File: src/rtl/i2c_blk_pkg.sv
package i2c_blk_pkg;

  typedef enum logic [1:0] {
    OP_WRITE = 2'd0,
    OP_READ  = 2'd1,
    OP_STOP  = 2'd2,
    OP_GAP   = 2'd3
  } op_e;

  typedef enum logic [3:0] {
    S_IDLE,
    S_ADDR,
    S_OFFS,
    S_GAP,
    S_RADDR,
    S_RDATA,
    S_RPUSH,
    S_WDATA,
    S_WSTOP,
    S_POLL,
    S_PSTOP,
    S_PREAD,
    S_DSTOP,
    S_FSTOP,
    S_DONE
  } state_e;

endpackage

File: src/rtl/i2c_blk_track.sv
module i2c_blk_track #(
  parameter int LEN_W = 8,
  parameter int BURST = 4
) (
  input  logic             clk,
  input  logic             rst_n,
  input  logic             load,
  input  logic [7:0]       load_off,
  input  logic [LEN_W-1:0] load_len,
  input  logic             burst_load,
  input  logic             step,
  input  logic             adv_off,
  output logic [7:0]       off,
  output logic             rem_zero,
  output logic             rem_one,
  output logic             burst_last
);

  localparam int BCW = $clog2(BURST + 1);

  logic [LEN_W-1:0] rem, rem_n;
  logic [BCW-1:0]   bcnt, bcnt_n;
  logic [7:0]       off_n;

  always_comb begin
    rem_n  = rem;
    bcnt_n = bcnt;
    off_n  = off;
    if (load) begin
      rem_n  = load_len;
      off_n  = load_off;
      bcnt_n = '0;
    end else begin
      if (burst_load)
        bcnt_n = (rem < LEN_W'(BURST)) ? BCW'(rem) : BCW'(BURST);
      if (step) begin
        rem_n = rem - 1'b1;
        if (adv_off) begin
          bcnt_n = bcnt - 1'b1;
          off_n  = off + 8'd1;
        end
      end
    end
  end

  always_ff @(posedge clk or negedge rst_n) begin
    if (!rst_n) begin
      rem  <= '0;
      bcnt <= '0;
      off  <= '0;
    end else begin
      rem  <= rem_n;
      bcnt <= bcnt_n;
      off  <= off_n;
    end
  end

  assign rem_zero   = (rem == '0);
  assign rem_one    = (rem == LEN_W'(1));
  assign burst_last = (bcnt == BCW'(1));

  // a burst never holds more than BURST bytes
  p_burst_bound_r6: assert property (@(posedge clk) disable iff (!rst_n)
    bcnt <= BCW'(BURST));

  // no byte is counted past the requested length
  p_no_underrun_r4: assert property (@(posedge clk) disable iff (!rst_n)
    step |-> !rem_zero);

endmodule

File: src/rtl/i2c_blk_poll.sv
module i2c_blk_poll #(
  parameter int POLL_MAX = 100
) (
  input  logic clk,
  input  logic rst_n,
  input  logic clr,
  input  logic inc,
  output logic hit
);

  localparam int PCW = $clog2(POLL_MAX + 1);

  logic [PCW-1:0] cnt, cnt_n;

  always_comb begin
    cnt_n = cnt;
    if (clr)      cnt_n = '0;
    else if (inc) cnt_n = cnt + 1'b1;
  end

  always_ff @(posedge clk or negedge rst_n) begin
    if (!rst_n) cnt <= '0;
    else        cnt <= cnt_n;
  end

  assign hit = (cnt == PCW'(POLL_MAX - 1));

  // failed probes never exceed the limit
  p_poll_bound_r8: assert property (@(posedge clk) disable iff (!rst_n)
    cnt < PCW'(POLL_MAX));

  // the sequencer stops counting once the last probe has failed
  p_no_inc_at_limit_r8: assert property (@(posedge clk) disable iff (!rst_n)
    inc |-> !hit);

endmodule

File: src/rtl/i2c_blk_xfer.sv
module i2c_blk_xfer
  import i2c_blk_pkg::*;
#(
  parameter int LEN_W    = 8,
  parameter int BURST    = 4,
  parameter int POLL_MAX = 100
) (
  input  logic             clk,
  input  logic             rst_n,
  input  logic             req_valid,
  output logic             req_ready,
  input  logic             req_write,
  input  logic             req_legacy,
  input  logic [6:0]       req_dev,
  input  logic [7:0]       req_offset,
  input  logic [LEN_W-1:0] req_len,
  input  logic             wr_valid,
  output logic             wr_ready,
  input  logic [7:0]       wr_data,
  output logic             rd_valid,
  input  logic             rd_ready,
  output logic [7:0]       rd_data,
  output logic             cmd_valid,
  input  logic             cmd_ready,
  output logic [1:0]       cmd_op,
  output logic             cmd_start,
  output logic             cmd_ack,
  output logic [7:0]       cmd_data,
  input  logic             rsp_valid,
  input  logic             rsp_nack,
  input  logic [7:0]       rsp_data,
  output logic             xfer_done,
  output logic             xfer_err
);

  logic [1:0] rst_q;
  logic       rst_s_n;

  always_ff @(posedge clk or negedge rst_n) begin
    if (!rst_n) rst_q <= 2'b00;
    else        rst_q <= {rst_q[0], 1'b1};
  end
  assign rst_s_n = rst_q[1];

  state_e     state, state_n;
  logic       busy, busy_n, err_r, err_n;
  logic       wr_mode, lg_mode;
  logic [6:0] dev_r;
  logic [7:0] rd_buf;
  logic       req_take, trk_load, burst_load, step, poll_clr, poll_inc, rd_cap;
  logic [7:0] off;
  logic       rem_zero, rem_one, burst_last, poll_hit;
  logic       has_cmd, cmd_issue;
  op_e        op_q;

  i2c_blk_track #(.LEN_W(LEN_W), .BURST(BURST)) u_track (
    .clk(clk), .rst_n(rst_s_n), .load(trk_load), .load_off(req_offset),
    .load_len(req_len), .burst_load(burst_load), .step(step), .adv_off(wr_mode),
    .off(off), .rem_zero(rem_zero), .rem_one(rem_one), .burst_last(burst_last)
  );

  i2c_blk_poll #(.POLL_MAX(POLL_MAX)) u_poll (
    .clk(clk), .rst_n(rst_s_n), .clr(poll_clr), .inc(poll_inc), .hit(poll_hit)
  );

  // command presented in each state
  always_comb begin
    has_cmd   = 1'b1;
    op_q      = OP_STOP;
    cmd_start = 1'b0;
    cmd_ack   = 1'b0;
    cmd_data  = 8'h00;
    case (state)
      S_ADDR: begin
        op_q      = OP_WRITE;
        cmd_start = 1'b1;
        cmd_data  = lg_mode ? {off[6:0], ~wr_mode} : {dev_r, 1'b0};
      end
      S_OFFS:  begin op_q = OP_WRITE; cmd_data = off; end
      S_GAP:   op_q = OP_GAP;
      S_RADDR: begin op_q = OP_WRITE; cmd_start = 1'b1; cmd_data = {dev_r, 1'b1}; end
      S_RDATA: begin op_q = OP_READ; cmd_ack = !rem_one; end
      S_WDATA: begin op_q = OP_WRITE; cmd_data = wr_data; end
      S_POLL: begin
        op_q      = OP_WRITE;
        cmd_start = 1'b1;
        cmd_data  = lg_mode ? {off[6:0], 1'b1} : {dev_r, 1'b1};
      end
      S_PREAD: op_q = OP_READ;
      S_WSTOP, S_PSTOP, S_DSTOP, S_FSTOP: op_q = OP_STOP;
      default: has_cmd = 1'b0;
    endcase
  end

  assign cmd_op    = op_q;
  assign cmd_valid = has_cmd && !busy && ((state != S_WDATA) || wr_valid);
  assign cmd_issue = cmd_valid && cmd_ready;
  assign wr_ready  = (state == S_WDATA) && !busy && cmd_ready;
  assign req_ready = (state == S_IDLE);
  assign req_take  = req_ready && req_valid;
  assign rd_valid  = (state == S_RPUSH);
  assign rd_data   = rd_buf;
  assign xfer_done = (state == S_DONE);
  assign xfer_err  = xfer_done && err_r;

  // next-state logic
  always_comb begin
    state_n    = state;
    busy_n     = busy;
    err_n      = err_r;
    trk_load   = 1'b0;
    burst_load = 1'b0;
    step       = 1'b0;
    poll_clr   = 1'b0;
    poll_inc   = 1'b0;
    rd_cap     = 1'b0;
    if (cmd_issue) busy_n = 1'b1;
    if (rsp_valid) busy_n = 1'b0;
    case (state)
      S_IDLE: if (req_valid) begin
        trk_load = 1'b1;
        err_n    = 1'b0;
        state_n  = (req_len == '0) ? S_DONE : S_ADDR;
      end
      S_ADDR: begin
        if (cmd_issue && wr_mode) burst_load = 1'b1;
        if (rsp_valid) begin
          if (rsp_nack) begin err_n = 1'b1; state_n = S_FSTOP; end
          else if (lg_mode) state_n = wr_mode ? S_WDATA : S_RDATA;
          else state_n = S_OFFS;
        end
      end
      S_OFFS: if (rsp_valid) begin
        if (rsp_nack) begin err_n = 1'b1; state_n = S_FSTOP; end
        else state_n = wr_mode ? S_WDATA : S_GAP;
      end
      S_GAP: if (rsp_valid) state_n = S_RADDR;
      S_RADDR: if (rsp_valid) begin
        if (rsp_nack) begin err_n = 1'b1; state_n = S_FSTOP; end
        else state_n = S_RDATA;
      end
      S_RDATA: if (rsp_valid) begin
        rd_cap  = 1'b1;
        step    = 1'b1;
        state_n = S_RPUSH;
      end
      S_RPUSH: if (rd_ready) state_n = rem_zero ? S_FSTOP : S_RDATA;
      S_WDATA: if (rsp_valid) begin
        if (rsp_nack) begin err_n = 1'b1; state_n = S_FSTOP; end
        else begin
          step    = 1'b1;
          state_n = burst_last ? S_WSTOP : S_WDATA;
        end
      end
      S_WSTOP: if (rsp_valid) begin poll_clr = 1'b1; state_n = S_POLL; end
      S_POLL: if (rsp_valid) begin
        if (rsp_nack) begin
          if (poll_hit) err_n = 1'b1;
          else          poll_inc = 1'b1;
          state_n = S_PSTOP;
        end else state_n = S_PREAD;
      end
      S_PSTOP: if (rsp_valid) state_n = err_r ? S_DONE : S_POLL;
      S_PREAD: if (rsp_valid) state_n = S_DSTOP;
      S_DSTOP: if (rsp_valid) state_n = rem_zero ? S_DONE : S_ADDR;
      S_FSTOP: if (rsp_valid) state_n = S_DONE;
      S_DONE:  state_n = S_IDLE;
      default: state_n = S_IDLE;
    endcase
  end

  always_ff @(posedge clk or negedge rst_s_n) begin
    if (!rst_s_n) begin
      state <= S_IDLE;
      busy  <= 1'b0;
      err_r <= 1'b0;
    end else begin
      state <= state_n;
      busy  <= busy_n;
      err_r <= err_n;
    end
  end

  always_ff @(posedge clk or negedge rst_s_n) begin
    if (!rst_s_n) begin
      wr_mode <= 1'b0;
      lg_mode <= 1'b0;
      dev_r   <= '0;
    end else if (req_take) begin
      wr_mode <= req_write;
      lg_mode <= req_legacy;
      dev_r   <= req_dev;
    end
  end

  always_ff @(posedge clk or negedge rst_s_n) begin
    if (!rst_s_n)    rd_buf <= '0;
    else if (rd_cap) rd_buf <= rsp_data;
  end

  // the engine answers only while nothing new is offered
  p_one_cmd_r11: assert property (@(posedge clk) disable iff (!rst_s_n)
    rsp_valid |-> !cmd_valid);

  // a stalled command is held
  p_hold_r11: assert property (@(posedge clk) disable iff (!rst_s_n)
    cmd_valid && !cmd_ready |=> cmd_valid && $stable(cmd_op) && $stable(cmd_start));

  // write bytes are consumed only with an accepted WRITE
  p_wr_take_r11: assert property (@(posedge clk) disable iff (!rst_s_n)
    wr_ready && wr_valid |-> cmd_ready && cmd_op == OP_WRITE);

  // empty request finishes at once without error
  p_zero_len_r1: assert property (@(posedge clk) disable iff (!rst_s_n)
    req_valid && req_ready && req_len == '0 |=> xfer_done && !xfer_err);

  // done lasts one cycle
  p_done_pulse_r12: assert property (@(posedge clk) disable iff (!rst_s_n)
    xfer_done |=> !xfer_done);

endmodule

File: config.mk
export PLATFORM = sky130hd
export DESIGN_NAME = i2c_blk_xfer
export DESIGN_NICKNAME = d
export VERILOG_FILES = /design/src/rtl/i2c_blk_pkg.sv /design/src/rtl/i2c_blk_track.sv /design/src/rtl/i2c_blk_poll.sv /design/src/rtl/i2c_blk_xfer.sv
export SDC_FILE = /design/constraint.sdc
export NUM_CORES = 1
export LEC_CHECK = 0
export BUFFER_PORTS_ARGS = -buffer_cell sky130_fd_sc_hd__buf_4
export CORE_MARGIN = 4
export CORE_UTILIZATION = 59
export DETAILED_ROUTE_END_ITERATION = 8
export PLACE_DENSITY = 0.86
export SLEW_MARGIN = 10
export SYNTH_ARGS = -nofsm -noshare
export SYNTH_HDL_FRONTEND = slang
export SYNTH_SLANG_ARGS = --single-unit
File: constraint.sdc
create_clock -name clk -period 3.4 [get_ports clk]
set_clock_uncertainty 0.2 [all_clocks]
set_input_delay 0.17 -clock clk [delete_from_list [all_inputs] [get_ports clk]]
set_output_delay 0.17 -clock clk [all_outputs]
set_load 0.05 [all_outputs]
-- Yosys cells after proc, flatten, opt, wreduce, memory -nomap -nowiden
Index checks and enable logic that the tools add are counted.
- register bits: 51
- bits in latches: 0
- RAM bits: 0
- memory bits (read-only): 0
- input port bits: 49
- memories: 0
- $add $sub $neg: 4
- multipliers: 0
- divide/modulo/power cells: 0
- magnitude comparators: 1
- equal/unequal tests: 36
- shift operators: 0
- multiplexer cells: 70
- bitwise operators: 1
- reduce and logical (&&, ||, !) cells: 27
- operators with widths (kind ; number):
    $mux 4 ; 22
    $mux 8 ; 7
    $pmux 4 s14 ; 1
    $pmux 8 s5 ; 1
    $ne 2x2->1 const B ; 15
    $eq 4x4->1 const B ; 7
    $mux 1 ; 25
    $mux 3 ; 8
    $eq 4x3->1 const B ; 4
    $logic_not 8->1 ; 2
    $mux 7 ; 2
    $reduce_and 14->1 ; 1
    $reduce_or 12->1 ; 1
    $add 8x1->8 const B ; 1
    $eq 4x2->1 const B ; 2
    $eq 8x1->1 const B ; 1
    $logic_and 1x1->1 ; 8
    $lt 8x3->1 const B ; 1
    $reduce_bool 2->1 ; 4
    $sub 8x1->8 const B ; 1
    $add 7x1->7 const B ; 1
    $eq 7x7->1 const B ; 1
    $reduce_and 7->1 ; 1
    $ne 2x1->1 const B ; 3
    other kinds (18) ; 19

-- Logic depth before layout (Yosys ltp)
Gate-level depths: netlist of the first run.
- depth in word-level cells: 13
- depth in mapped cells: 7

-- By module
Synthesis of the first run repeated with hierarchy kept, for this count alone.
- cell total of the unflattened synthesis: 353
- area, all modules: 3270.6 um^2
- modules (own cells, without submodules) (module ; times used ; cells each ; area an instance (um^2)):
    i2c_blk_xfer ; 1 ; 194 ; 1788.0
    i2c_blk_track ; 1 ; 128 ; 1156.1
    i2c_blk_poll ; 1 ; 31 ; 326.6

-- Least setup slack after synthesis of the first run
OpenSTA, ideal clock, no wires.
- kind: flip-flop to output port
- start: register state[1]
- end: output port cmd_ack
- arrival: 2061 ps
- data required time: 3030 ps
- slack: 969 ps
- stages on the path, launching flop included: 5
- path buffers: 2
- cell sequence: dfrtp_1 -> buf_2 -> buf_2 -> nand2b_1 -> a211oi_1
- cells in the longest elaborated chain, start to end: 2
- ends and longest elaborated chain (what ; RTL line ; source):
    from (decl) ; i2c_blk_xfer.sv:45 ; state_e state, state_n;
    from (signal assigned) ; i2c_blk_xfer.sv:178 ; state <= state_n;
    $eq 4x3->1 ; i2c_blk_xfer.sv:73 ; case (state)
    $mux 1 ; i2c_blk_xfer.sv:73 ;
    to (decl) ; i2c_blk_xfer.sv:27 ; output logic cmd_ack,
Every way passes these cells.

-- Final worst setup path of the first run
- start: register state[1]
- end: output port cmd_data[5]
- cells in the longest elaborated chain, start to end: 2
- ends and longest elaborated chain (what ; RTL line ; source):
    $eq 4x4->1, or another cell as far along ; i2c_blk_xfer.sv:73 ;
    $pmux 8 s5 (*) ; i2c_blk_xfer.sv:73 ;
    to (decl) ; i2c_blk_xfer.sv:28 ; output logic [7:0] cmd_data,
Every way passes the cells marked *; elsewhere a longest branch is shown, timed or not.

==> key figures, run 1 <==
Outcome
  • Outcome: finished, final reports clean

Route
  • Count of routing violations after the opening detailed-route iteration: between 400 and 500
  • Total via count in the routed design: ~3,600
  • Total routed wirelength: slightly above 10,000 µm
  • Avg Vias per Cell: ~6.4
  • Post-route antenna net violation count: 0
  • Average wire per cell in the routed design: 18.4 µm
  • Total iterations of the first detailed-routing run: 8
  • Detailed-route DRC error count: 0

Yosys
  • Number of nets produced by synthesis: between 400 and 500
  • Post-synthesis instance total: between 300 and 400
  • Number of distinct standard cells referenced by the synthesized netlist: 67
  • Post-synth top area share: between 30% and 40%
  • Area of the mapped netlist: between 3000 and 4000 µm²
  • Synth Area per Inst: approximately 8.6 µm²
  • Largest area contributor in the synthesized netlist: sky130_fd_sc_hd__dfrtp_1
  • Sequential-to-total area share from yosys stat: around 37%
  • Total of warnings raised by yosys: 0
  • Total of flip-flops plus latches after synthesis: a little over 50
  • Post-synth top flop: sky130_fd_sc_hd__dfrtp_1
  • Post-synth ARST share: between 90% and 100%
  • Number of enable flip-flop cells after synthesis: 0
  • Top cells by area in the synthesized netlist: sky130_fd_sc_hd__dfrtp_1, sky130_fd_sc_hd__nand2_1, sky130_fd_sc_hd__o21ai_1

Final layout
  • Multi-input combinational cell area: ~1900 µm²
  • Area of all placed cells without fillers: approximately 4400 µm²
  • Layout cell share with drive strength beyond 1: approximately a fifth
  • Most frequent cells in the layout: sky130_fd_sc_hd__buf_4, sky130_fd_sc_hd__dfrtp_1, sky130_fd_sc_hd__nand2_1, sky130_fd_sc_hd__dlygate4sd3_1, sky130_fd_sc_hd__o21ai_1
  • Most common library cell in the layout ignoring fill and taps: sky130_fd_sc_hd__buf_4
  • Count of filler cells inserted in the layout: 376
  • Relative area change from synthesis to final layout: 29.9%
  • Area taken by flip-flops and latches: between 1000 and 1500 µm²
  • Fin nets: 541
  • Non-filler cells in the finished layout: 560

Clock network
  • Clock transition at path regs: approximately 100 ps
  • Number of hold buffers added after CTS: 36
  • Inserted Clock Buffers: 5
  • Clk buf depth: 2
  • Gates resized, CTS repair: 0
  • Post CTS Setup Buffer Count: 0
  • Count of H-tree levels built during CTS: 2
  • Clock latency on the worst-skew pair: around 310 ps
  • Total clock sinks: between 50 and 60
  • TritonCTS clock tree: done
  • Root Driver: sky130_fd_sc_hd__clkbuf_8

Worst setup path
  • CP max stage delay: 740 ps
  • Critical path launch point type: flop
  • Arr. time, crit path: about 2600 ps
  • Critical-path cell list: nor2b_1 > and3_1 > a222oi_1 > o21ai_1 > buf_4
  • Startpoint-to-endpoint class of the critical path: flop to output pin
  • CP endpoint kind: output pin
  • Critical path required time: slightly above 3000 ps
  • Crit Path Max Fanout: 22
  • Critical-path cell with the highest stage delay: sky130_fd_sc_hd__nor2b_1
  • CP delay by family, top: simple AND/OR/NAND/NOR gates
  • Buf+Inv Stages, Crit Path: 1

Pwr
  • P_leak: about 1.9 nW
  • Part of the total power dissipated in the clock network: ~11%
  • Pwr Density: a little over 900 nW/µm²
  • Switch Pwr: a little over 2 mW
  • Net switching fraction of the power: 51.8%
  • Internal power component: between 1.5 and 2 mW
  • Sequential Power Share: ~30%
  • Total Power: 4.01 mW
  • Part of the power in combinational logic: between 50% and 60%
  • Worst vdd ir: 0.000681 V

Timing
  • Worst relative slew slack: a little over a quarter
  • Max-slew violation count: 0
  • Endpoints failing hold: 0
  • Final setup fails: 0
  • Highest clock frequency the design can meet: around 330 MHz
  • TNS Setup: 0 ps
  • Setup WS post-layout: between 300 and 400 ps
  • Post-route clock period utilization: about nine tenths
  • Shortest period the worst path allows: approximately 3000 ps
  • RSZ-0062 raised after global routing: false
  • Transition time at the pin with the least slew margin: approximately 1100 ps

Floorplanning
  • Starting density of the core: 61.5%
  • Width of the die: 84.0 µm
  • Number of top-level pins: 75
  • Core region area: 5540 µm²
  • Overall die height: 84.0 µm
  • Die ar.: roughly 7100 µm²
  • Number of core rows: 27

Placed design
  • Area after detailed placement: 3950 µm²
  • Final weighted congestion in routability-driven placement: approximately 0.9
  • Setup slack at placement: ~760 ps
  • Hpwl dp: 6840 µm
  • Port Buf Inserts: 74
  • # placed instances: between 500 and 600

Global routing
  • Global-route wire length before repair: about 17,000 µm
  • Largest net degree at the start of global routing: 50
  • Overall Global Routing Usage: 29.8%
  • Number of global-route vias before repair: roughly 3,500
  • Remaining global-route overflow: 0
  • Number of antenna violations at the first check in global routing: 0

Flow run
  • # Max-Cap Violations: 0

Hold path
  • Class of the tightest hold or removal check: input port to flop
## registers in the layout (all words and copies together), names as in the netlist, 2 cells and up
signal,cells
rd_data,8
u_track.off,8
u_track.rem,8
dev_r,7
u_poll.cnt,7
state,4
u_track.bcnt,3
rst_q,2
## cell families after synthesis
kind of cell	Yosys count	synth area share [%]
simple gates	143	23.5
compound gates	125	25.5
buf+inv	52	6.46
flops	51	37.5
mux	9	2.94
xor+xnor	7	1.80
fa+ha+maj	6	2.20
other cells	1	0.110
## path summary, 6_finish.rpt
path	slack, ps	endpoint	cells past startpoint	startpoint
min in group asynchronous	290	u_poll.cnt[0]	0	rst_q[1]
worst min-delay path	5	state[3]	4	req_len[4]
max in group asynchronous	2040	u_track.rem[7]	0	rst_q[1]
worst min register to register	160	rst_q[1]	0	rst_q[0]
worst max-delay path	390	cmd_data[5]	5	state[1]
worst max register to register	660	u_poll.cnt[6]	4	state[1]
## Yosys cell counts, types with 6 or more instances
library cell / instances
sky130_fd_sc_hd__o31ai_1: 6
sky130_fd_sc_hd__nor2b_1: 9
sky130_fd_sc_hd__a31oi_1: 6
sky130_fd_sc_hd__nor3_1: 8
sky130_fd_sc_hd__nor4_1: 7
sky130_fd_sc_hd__nand2b_1: 7
sky130_fd_sc_hd__nand3_1: 7
sky130_fd_sc_hd__dfrtp_1: 51
sky130_fd_sc_hd__nand2_1: 36
sky130_fd_sc_hd__or4_1: 7
sky130_fd_sc_hd__inv_1: 20
sky130_fd_sc_hd__o21ai_0: 11
sky130_fd_sc_hd__clkbuf_1: 12
sky130_fd_sc_hd__nor2_1: 25
sky130_fd_sc_hd__o21ai_1: 27
sky130_fd_sc_hd__a222oi_1: 7
sky130_fd_sc_hd__a21oi_1: 17
sky130_fd_sc_hd__buf_2: 14
sky130_fd_sc_hd__and2_1: 6
sky130_fd_sc_hd__ha_1: 6
## worst register-to-register path: cells and delay by family (launching register included)
kind	cells	cell delay, ps
flops	1	670
simple gates	3	1590
compound gates	1	200
## through the flow
step / hold WS, ps / utilization (%)
after floorplan: -326 / -
after CTS: 13.3 / 79.9
after detailed placement: -242 / 71.4
after global routing: 42.1 / 79.9
final: 4.70 / 79.9
after global placement: -247 / 71.4
## metal layers
metal | vias up | track usage [%] | wire length, µm
met4 | 0 | 8.77 | 223
met3 | 29 | 3.85 | 632
met1 | 1707 | 37.7 | 4040
met5 | - | 0 | 0
li1 | 1661 | - | -
met2 | 169 | 53.1 | 5420
## power by group through the flow
stage          combinational (mW)  clock, mW  sequential (mW)
2_1_floorplan                1.66          0             1.20
3_3_place_gp                 2.22          0             1.19
3_5_place_dp                 2.28          0             1.21
4_1_cts                      2.32      0.434             1.19
5_1_grt                      2.54      0.461             1.26
6_report                     2.37      0.436             1.21
## layout make-up
class	instances	share of cell area, %
multi-input combinational	291	43.2
inverter	22	1.87
sequential	51	28.9
clock inverter	2	0.848
clock buffer	6	1.64
antenna	1	0.0565
tap	72	2.04
timing repair buffer	115	21.5
Power figures use the tool's default switching activity.
==> run 2, diff against run 1 <==
- CORE_UTILIZATION: 59 -> 55
- PLACE_DENSITY: 0.86 -> 0.81
- clock period: 3.4 -> 2.95 ns (I/O delays scaled with it)
==> run 2 against run 1 <==
Combinational power rose by 18%. Sequential cell count stayed put. Via count grew 0.53%. Sequential power increased by 12%. Clock-buffer cell count fell by 1. Hold slack improved by 48 ps. Utilization decreased by 5.2 points. Die area grew 6.6%. Sequential share of layout area is 0.16 points lower. Critical path type unchanged. Register-to-register slack got worse by 270 ps.
==> key figures, run 2 (synthesized netlist as in run 1, its figures left out) <==
Outcome
  • Outcome: finished, final reports clean (unchanged)

Global routing
  • Overall Global Routing Usage: 27.4% (was 29.8%)
  • Largest net degree at the start of global routing: 50 (unchanged)
  • Number of global-route vias before repair: 3,417 (was 3,518)
  • Number of antenna violations at the first check in global routing: 0 (unchanged)
  • Global-route wire length before repair: 16,300 µm (was 17,200 µm)
  • Remaining global-route overflow: 0 (unchanged)

Final layout
  • Count of filler cells inserted in the layout: 447 (was 376)
  • Layout cell share with drive strength beyond 1: 20.7% (was 20.1%)
  • Most common library cell in the layout ignoring fill and taps: sky130_fd_sc_hd__buf_4 (unchanged)
  • Area of all placed cells without fillers: 4450 µm² (was 4430 µm²)
  • Number of antenna diodes: 0 (was 1)
  • Most frequent cells in the layout: sky130_fd_sc_hd__buf_4, sky130_fd_sc_hd__dfrtp_1, sky130_fd_sc_hd__dlygate4sd3_1 (was sky130_fd_sc_hd__buf_4, sky130_fd_sc_hd__dfrtp_1, sky130_fd_sc_hd__nand2_1, sky130_fd_sc_hd__dlygate4sd3_1, sky130_fd_sc_hd__o21ai_1)
  • Relative area change from synthesis to final layout: 30.7% (was 29.9%)
  • Final core utilization: 74.7% (was 79.9%)
  • Fin nets: 546 (was 541)

Worst setup path
  • Worst setup path end: cmd_data[5] (unchanged)
  • Length in cells of the worst reg-to-reg path: 6 (was 4)
  • Critical path required time: 2600 ps (was 3030 ps)
  • CP endpoint kind: output pin (unchanged)
  • Endpoint of the worst register-to-register path: busy (was u_poll.cnt[6])
  • Startpoint-to-endpoint class of the critical path: flop to output pin (unchanged)
  • Arr. time, crit path: 2530 ps (was 2640 ps)
  • Critical path launch point type: flop (unchanged)
  • Reg2Reg Setup Slack: 390 ps (was 660 ps)
  • Worst reg2reg path startpoint: state[2] (was state[1])
  • Crit Path Max Fanout: 20 (was 22)
  • Startpoint of the most critical setup path: state[3] (was state[1])

Pwr
  • Switch Pwr: 2.39 mW (was 2.08 mW)
  • Net switching fraction of the power: 52.4% (was 51.8%)
  • Worst vdd ir: 0.000691 V (was 0.000681 V)
  • Part of the power in combinational logic: 61.0% (was 59.0%)
  • Internal power component: 2.17 mW (was 1.94 mW)
  • Sequential Power Share: 29.6% (was 30.2%)
  • P_leak: 1.91 nW (was 1.89 nW)
  • Part of the total power dissipated in the clock network: 9.4% (was 10.9%)
  • Pwr Density: 1030 nW/µm² (was 907 nW/µm²)

Placed design
  • Port Buf Inserts: 74 (unchanged)
  • Final weighted congestion in routability-driven placement: 0.920 (was 0.896)
  • Hpwl dp: 6770 µm (was 6840 µm)
  • Area after detailed placement: 3980 µm² (was 3950 µm²)

Flow run
  • # Max-Cap Violations: 0 (unchanged)

Hold path
  • Class of the tightest hold or removal check: input port to flop (unchanged)

Clock network
  • Clock latency on the worst-skew pair: 310 ps (about the same)
  • Inserted Clock Buffers: 5 (unchanged)
  • Count of H-tree levels built during CTS: 2 (unchanged)
  • Root Driver: sky130_fd_sc_hd__clkbuf_8 (unchanged)
  • Post CTS Setup Buffer Count: 0 (unchanged)
  • TritonCTS clock tree: done (unchanged)
  • Clock transition at path regs: 100 ps (about the same)
  • Clk buf depth: 2 (unchanged)
  • Total clock sinks: 51 (unchanged)

Route
  • Average wire per cell in the routed design: 17.7 µm (was 18.4 µm)
  • Avg Vias per Cell: 6.32 (was 6.37)
  • Total via count in the routed design: 3,585 (was 3,566)
  • Total routed wirelength: 10,000 µm (was 10,300 µm)
  • Post-route antenna net violation count: 0 (unchanged)
  • Total iterations of the first detailed-routing run: 9 (was 8)
  • Detailed-route DRC error count: 0 (unchanged)
  • Count of routing violations after the opening detailed-route iteration: 362 (was 472)

Timing
  • Endpoints failing hold: 0 (unchanged)
  • Highest clock frequency the design can meet: between 300 and 400 MHz
  • Post-route clock period utilization: a little under 100%
  • Max-slew violation count: 0 (unchanged)
  • RSZ-0062 raised after global routing: false (unchanged)
  • Final setup fails: 0 (unchanged)
  • Shortest period the worst path allows: between 2000 and 3000 ps
  • TNS Setup: 0 ps (unchanged)
  • Worst relative slew slack: 27.7% (was 26.5%)
  • Transition time at the pin with the least slew margin: 1080 ps (was 1100 ps)

Floorplanning
  • Starting density of the core: 57.2% (was 61.5%)
  • Core region area: 5960 µm² (was 5540 µm²)
  • Overall die height: 86.7 µm (was 84.0 µm)
  • Number of top-level pins: 75 (unchanged)
  • Die ar.: 7520 µm² (was 7050 µm²)
  • Number of core rows: 28 (was 27)
  • Width of the die: 86.7 µm (was 84.0 µm)
-- run 2: changes by cell type in the layout (fill, tap and decap cells not counted), sizes merged --
cell and delta:
buf +3, bufinv -1, clkbuf -1, clkinv +1, clkinvlp -1, diode -1, dlygate4sd3 +2, inv +2
-- run 2: repair_timing --
| action | CTS | global route |
|---|---|---|
| hold endpoints to repair | 37 | 0 |
| hold buffers | 38 | 0 |
| gates resized for setup | 0 | 0 |
-- run 2: power by group through the flow --
stage	combinational (mW)	clock [mW]	sequential, mW
2_1_floorplan	1.92	0	1.38
4_1_cts	2.75	0.437	1.33
5_1_grt	2.99	0.458	1.39
6_report	2.79	0.429	1.35
3_5_place_dp	2.69	0	1.35
3_3_place_gp	2.65	0	1.33
-- run 2: area by class of cell --
| type | count | area, µm² | area share, % |
|---|---|---|---|
| clock buffers | 5 | 68.8 | 1.55 |
| clock inverters | 3 | 22.5 | 0.506 |
| inverters | 22 | 82.6 | 1.85 |
| multi-input cells | 291 | 1910 | 42.9 |
| flip-flops and latches | 51 | 1280 | 28.7 |
| well taps | 75 | 93.8 | 2.11 |
| repair buffers | 120 | 996 | 22.4 |
-- run 2: worst min path at each step --
stage / slack [ps] / start / endpoint / cells after the start
floorplan: -350 / rst_n / rst_q[0] / 0
global placement: -270 / rst_n / rst_q[0] / 1
detailed placement: -270 / rst_n / rst_q[0] / 1
CTS: 40 / rsp_valid / err_r / 2
global route: 70 / req_valid / u_track.rem[4] / 3
finish: 50 / rsp_valid / err_r / 2
-- run 2: stage by stage --
step	cells	hold slack [ps]	setup slack (ps)	total power, mW
final	567	52.4	72.9	4.56
after global routing	567	69.6	87.8	4.84
after CTS	567	36.3	294	4.52
after detailed placement	521	-268	644	4.04
after global placement	521	-269	658	3.98
after floorplan	394	-348	541	3.30
-- run 2: critical path, stage by stage (launching register included) --
cell and delay, ps:
sky130_fd_sc_hd__dfrtp_1 790, sky130_fd_sc_hd__buf_4 290, sky130_fd_sc_hd__and4b_1 330, sky130_fd_sc_hd__a222oi_1 400, sky130_fd_sc_hd__o21ai_1 180, sky130_fd_sc_hd__buf_4 230
-- run 2: routing by layer --
metal / GRT usage (%) / part of all wire [%] / vias to the layer above
met5: 0 / 0 / -
met2: 47.4 / 50 / 200
met4: 11.0 / 3.1 / 0
met1: 35.0 / 41 / 1685
met3: 3.04 / 6.7 / 32
li1: - / - / 1668
